### src/rtl/osp_pkg.sv
package osp_pkg;

  // Default width of the pulse-length counter.
  localparam int unsigned OSP_DEF_CNT_W = 4;

  // Trigger qualification modes, encoded as the mode pin value.
  typedef enum logic {
    TRIG_LEVEL = 1'b0,
    TRIG_EDGE  = 1'b1
  } trig_mode_e;

endpackage

### src/rtl/osp_edge_detect.sv
module osp_edge_detect (
  input  logic clk,
  input  logic rst_n,
  input  logic sig_in,
  output logic rise
);

  logic sig_prev;

  always_ff @(posedge clk) begin
    if (!rst_n) sig_prev <= 1'b0;
    else        sig_prev <= sig_in;
  end

  assign rise = sig_in & ~sig_prev;

  AST_RISE_NOT_BACK2BACK: assert property (@(posedge clk) disable iff (!rst_n)
    rise |=> !rise);

endmodule

### src/rtl/osp_width_counter.sv
module osp_width_counter #(
  parameter int unsigned CNT_W = osp_pkg::OSP_DEF_CNT_W
) (
  input  logic             clk,
  input  logic             rst_n,
  input  logic             load,
  input  logic [CNT_W-1:0] load_val,
  output logic [CNT_W-1:0] cnt,
  output logic             busy
);

  localparam logic [CNT_W-1:0] CNT_ZERO = '0;
  localparam logic [CNT_W-1:0] CNT_ONE  = {{(CNT_W-1){1'b0}}, 1'b1};

  always_ff @(posedge clk) begin
    if (!rst_n)               cnt <= CNT_ZERO;
    else if (load)            cnt <= load_val;
    else if (cnt != CNT_ZERO) cnt <= cnt - CNT_ONE;
  end

  assign busy = (cnt != CNT_ZERO);

  AST_LOAD_TAKES_VALUE: assert property (@(posedge clk) disable iff (!rst_n)
    load |=> (cnt == $past(load_val)));

  AST_COUNT_DOWN: assert property (@(posedge clk) disable iff (!rst_n)
    (!load && cnt != CNT_ZERO) |=> (cnt == $past(cnt) - CNT_ONE));

  AST_IDLE_STAYS: assert property (@(posedge clk) disable iff (!rst_n)
    (!load && cnt == CNT_ZERO) |=> (cnt == CNT_ZERO));

endmodule

### src/rtl/one_shot_pulser.sv
module one_shot_pulser #(
  parameter int unsigned CNT_W = osp_pkg::OSP_DEF_CNT_W
) (
  input  logic             clk,
  input  logic             rst_n,
  input  logic             trig_in,
  input  logic             retrig_en,
  input  logic [CNT_W-1:0] width_val,
  output logic             pulse_out
);

  import osp_pkg::*;

  localparam logic [CNT_W-1:0] W_ZERO = '0;
  localparam logic [CNT_W-1:0] W_ONE  = {{(CNT_W-1){1'b0}}, 1'b1};

  trig_mode_e       mode;
  logic             rise;
  logic             load;
  logic             busy;
  logic [CNT_W-1:0] cnt;

  assign mode = trig_mode_e'(retrig_en);

  osp_edge_detect u_edge (
    .clk    (clk),
    .rst_n  (rst_n),
    .sig_in (trig_in),
    .rise   (rise)
  );

  // Edge mode reloads on any rising edge; level mode arms only when idle.
  always_comb begin
    case (mode)
      TRIG_EDGE: load = rise;
      default:   load = trig_in & ~busy;
    endcase
  end

  osp_width_counter #(.CNT_W(CNT_W)) u_cnt (
    .clk      (clk),
    .rst_n    (rst_n),
    .load     (load),
    .load_val (width_val),
    .cnt      (cnt),
    .busy     (busy)
  );

  assign pulse_out = busy;

  AST_RETRIG_RELOAD: assert property (@(posedge clk) disable iff (!rst_n)
    (retrig_en && rise) |=> (cnt == $past(width_val)));

  AST_LEVEL_IGNORE_BUSY: assert property (@(posedge clk) disable iff (!rst_n)
    (!retrig_en && busy) |=> (cnt == $past(cnt) - W_ONE));

  AST_LEVEL_REARM: assert property (@(posedge clk) disable iff (!rst_n)
    (!retrig_en && trig_in && !busy) |=> (cnt == $past(width_val)));

  AST_ZERO_NO_PULSE: assert property (@(posedge clk) disable iff (!rst_n)
    (!busy && width_val == W_ZERO) |=> !pulse_out);

endmodule

### config.mk
export PLATFORM = sky130hd
export DESIGN_NAME = one_shot_pulser
export DESIGN_NICKNAME = d
export VERILOG_FILES = /design/src/rtl/osp_pkg.sv /design/src/rtl/osp_edge_detect.sv /design/src/rtl/osp_width_counter.sv /design/src/rtl/one_shot_pulser.sv
export SDC_FILE = /design/constraint.sdc
export NUM_CORES = 1
export LEC_CHECK = 0
export BUFFER_PORTS_ARGS = -buffer_cell sky130_fd_sc_hd__buf_4
export CAP_MARGIN = 5
export CORE_AREA = 4 4 41 43
export CTS_CLUSTER_DIAMETER = 40
export DETAILED_ROUTE_END_ITERATION = 6
export DIE_AREA = 0 0 45 47
export SLEW_MARGIN = 10
export SYNTH_ARGS = -nofsm -noshare
export SYNTH_HDL_FRONTEND = slang
export SYNTH_SLANG_ARGS = --single-unit
### constraint.sdc
create_clock -name clk -period 1.4 [get_ports clk]
set_input_delay 0.07 -clock clk [delete_from_list [all_inputs] [get_ports clk]]
set_output_delay 0.07 -clock clk [all_outputs]
set_load 0.1 [all_outputs]
# Word level (Yosys, flattened, before mapping)
# Index checks and enable logic that the tools add are counted.
# totals
word_cells,12
ff_bits,5
in_bits,8
output_inout_bits,1
# classes
n_reduce_logical,2
muxes,3
bitwise_logic,4
n_addsub,1
# op_table
op,n
two-way mux 4 bit,2
nonzero test 4 bit,1
"subtractor 4 x 1 -> 4 bit, second input constant",1
AND 1 bit,2
NOT 1 bit,2
nonzero test 2 bit,1
two-way mux 1 bit,1

# Depth between registers and ports, before layout
# depth
word_depth,5
ltp_mapped,7
depth_no_buf,7

# By module
# From an unflattened synthesis, not the netlist that was laid out.
# hier_totals
cells_unflattened,32
area_unflattened_um2,290.3
# modules_own_cells
module,n_inst,seq_area_each_um2,cells_per_inst,area_each_um2
osp_width_counter,1,80.1,26,231.5
osp_edge_detect,1,20.0,3,40.0
one_shot_pulser,1,0.0,3,18.8

# Worst setup path before layout
# No wires, ideal clock.
# synth_path
kind,register to register
start,register u_cnt.cnt[0]
end,register u_cnt.cnt[1]
path_slack_ps,-282
arrival_ps,1557
path_stages_with_launch,8
synth_period_minus_slack_ps,1682
path_cell_list,dfxtp_1 -> inv_1 -> ha_1 -> nor3b_4 -> inv_2 -> a21oi_2 -> a221oi_1 -> a21boi_1
# synth_via
elab_chain_cells,5
elab_cells_between_ends,8
cone_classes,add/sub (1); mux (3); bitwise (2); reduce/logical (2)
# synth_rtl
item,line,text
from (decl),osp_width_counter.sv:8,"output logic [CNT_W-1:0] cnt,"
from (signal assigned),osp_width_counter.sv:17,else if (load) cnt <= load_val;
from (signal assigned),osp_width_counter.sv:18,else if (cnt != CNT_ZERO) cnt <= cnt - CNT_ONE;
nonzero test 4 bit (*),osp_width_counter.sv:21,assign busy = (cnt != CNT_ZERO);
via pulse_out,one_shot_pulser.sv:9,output logic pulse_out
NOT 1 bit,one_shot_pulser.sv:36,default: load = trig_in & ~busy;
AND 1 bit,one_shot_pulser.sv:36,
two-way mux 1 bit,one_shot_pulser.sv:34,case (mode)
two-way mux 4 bit / nonzero test 2 bit (equally long branches),n/a,
# The timed path passes the listed nets; every way through them passes the cells marked *. The select of a mux whose other input is x is not followed.
# A chain may end at the register's enable or synchronous reset.

# Worst setup path in the final report
# layout_path
start,register u_cnt.cnt[0]
end,output port pulse_out
# layout_via
elab_chain_cells,1
# layout_rtl
item,line
nonzero test 4 bit,osp_width_counter.sv:21
to (decl),one_shot_pulser.sv:9
# No other way between the ends.

==> metrics <==
core area 1300 um^2; Final GP Congestion 0.794; post-synthesis sequential element count 5; layout cells sized above 1 0.542; DRC viols 0; CTS tree done; P_leak 0.240 nW; CTS clk-pin slew, worst paths 40 ps; startpoint types flop; placed instance area 494 um^2; Area Overhead vs Synth 63.2%; CP cell instances inv_2 -> ha_4 -> nor3b_4 -> bufinv_8 -> buf_6; critical path data arrival time 1340 ps; sequential share of power 0.198; Psw 0.575 mW; DR pass1 iterations 2; initial antenna violation count 0; combinational power share 0.679; failing checks setup timing; first-pass GRT wire length 1380 um; H-tree depth 1; period utilization 1.01; required time worst endpoint 1330 ps; Layout fillers 139; cell count after synthesis 42; number of synthesized flops with an enable pin 0; Routed Antenna Nets 0; Slew Limit Headroom 0.781; # diodes 0; slowest cell on the critical path dfxtp_2; clock sinks 5; Pint 0.757 mW; initial core utilization 0.266; final wirelength 891 um; synth top area cells dfxtp_1 29%, ha_1 7.2%, nor2_1 5.4%; register area share after synthesis 0.289; clock tree buffer depth 2; CP bufs+invs 3; Die Height 47 um; Yosys warnings 0; Chip Width 45 um; Slew @ Worst Pin 324 ps; Syn Std Cell Area 347 um^2; Net Sw Frac 0.431; post-synth top area share 0.289; Final nets 70; pin count of the biggest net entering global routing 9; number of max-cap violations 0; syn nets 52; PwrDens 2360 nW/um^2; syn_area_per_cell 8.25 um^2; Clock power frac 0.124; grt total ovfl 0; I/O Pins 9; Worst setup EP type output pin; maximum clock frequency 709 MHz; post-DR vias/cell 4.76; Post-CTS Hold Buffers 0; crit path max fanout 4; dpl hpwl 690 um; TritonCTS buffer count 3; outcome finished, violations left; clock insertion delay at the later pin of the skew report 240 ps; unrepaired setup endpoints after global routing yes; Post-synth ARST share 0; Global Route Usage Sum 0.0974; Final Hold Fails 0; Post-synth top cells 5 x dfxtp_1, 5 x nor2_1, 3 x nor3_1; via count 352; # rows 13; fin crit period 1410 ps; DRT iter0 DRCs 3; critical setup path kind flop to output pin; worst setup margin -11.2 ps; port bufs 8; Crit path max-delay family buffers and inverters; Design Area, Final 566 um^2; final setup fails 2; Worst path max stage delay 330 ps; Root Driver clkbuf_4; post-synth cell types 25; post-synth top area cell dfxtp_1; WL/cell 12.0 um; Worst Skew 2.27 ps; Max Slew Vio Count 0; die area 2120 um^2; prevailing post-synth register cell dfxtp_1; Peak VDD IR 1.25 mV; vias in the first global route 335; Final Util 0.435; Hold Path Class primary input to flop
## per-stage QoR
step	worst slack [ps]	std cells	power (mW)	hold WS [ps]	TNS (ps)
3_3_place_gp	12.5	69	1.05	317	0
3_5_place_dp	-18.8	69	1.06	317	-18.8
4_1_cts	-18.2	74	1.29	63.1	-36.0
2_1_floorplan	-83.7	42	0.854	192	-164
6_report	-11.2	74	1.33	94.4	-11.9
5_1_grt	-80.2	74	1.44	92.9	-275
## state kept, by name, summed over array words and instances (netlist names)
| signal | flops |
|---|---|
| u_cnt.cnt | 4 |
| u_edge.sig_prev | 1 |
## layout make-up
type / instances / area [um^2] / share of cell area
Inverter: 3 / 25.0 / 0.0442
Sequential cell: 5 / 103 / 0.181
Multi-Input combinational cell: 34 / 292 / 0.515
Clock buffer: 4 / 26.3 / 0.0465
Tap cell: 15 / 18.8 / 0.0332
Timing Repair Buffer: 13 / 101 / 0.179
## logic make-up after synthesis
group           count (synthesis)  synth area share
buf+inv                         3            0.0325
xor+xnor                        2            0.0506
flops                           5             0.289
simple gates                   20             0.354
fa+ha+maj                       2            0.0722
compound gates                 10             0.202
## layout by cell type, fill, tap and decap left out, types with 2 or more instances in the layout
cell,instances
a211oi_2,2
nor2_1,5
dfxtp_2,2
inv_2,2
nand2_1,2
xnor2_1,2
dfxtp_1,3
o21ai_0,2
clkbuf_4,3
buf_4,12
nor2b_1,2
## power by group through the flow
stage          combinational (mW)  sequential [mW]  clock [mW]
3_3_place_gp                0.786            0.263           0
2_1_floorplan               0.594            0.260           0
6_report                    0.904            0.263       0.165
5_1_grt                     0.971            0.271       0.194
4_1_cts                     0.846            0.264       0.177
3_5_place_dp                0.793            0.265           0
## final timing paths
| check | startpoint | end | slack [ps] | cells after the start |
|---|---|---|---|---|
| setup / recovery | u_cnt.cnt[0] | pulse_out | -10 | 5 |
| hold / removal | rst_n | u_edge.sig_prev | 90 | 2 |
| setup reg to reg | u_cnt.cnt[0] | u_cnt.cnt[0] | 0 | 7 |
| hold reg to reg | u_cnt.cnt[1] | u_cnt.cnt[1] | 670 | 3 |
## metal layers
layer	track usage	part of all wire
met1	0.101	0.41
met2	0.155	0.52
met3	0.0690	0.071
met4	0.0351	0
met5	0	0
## timing repair
action | CTS | global route
buffers inserted | 1 | 0
pin swaps | 3 | 7
gates resized for setup | 2 | 5
endpoints found under the setup margin | 3 | 5
cloned | 0 | 0
(Power assumes the default switching activity.)
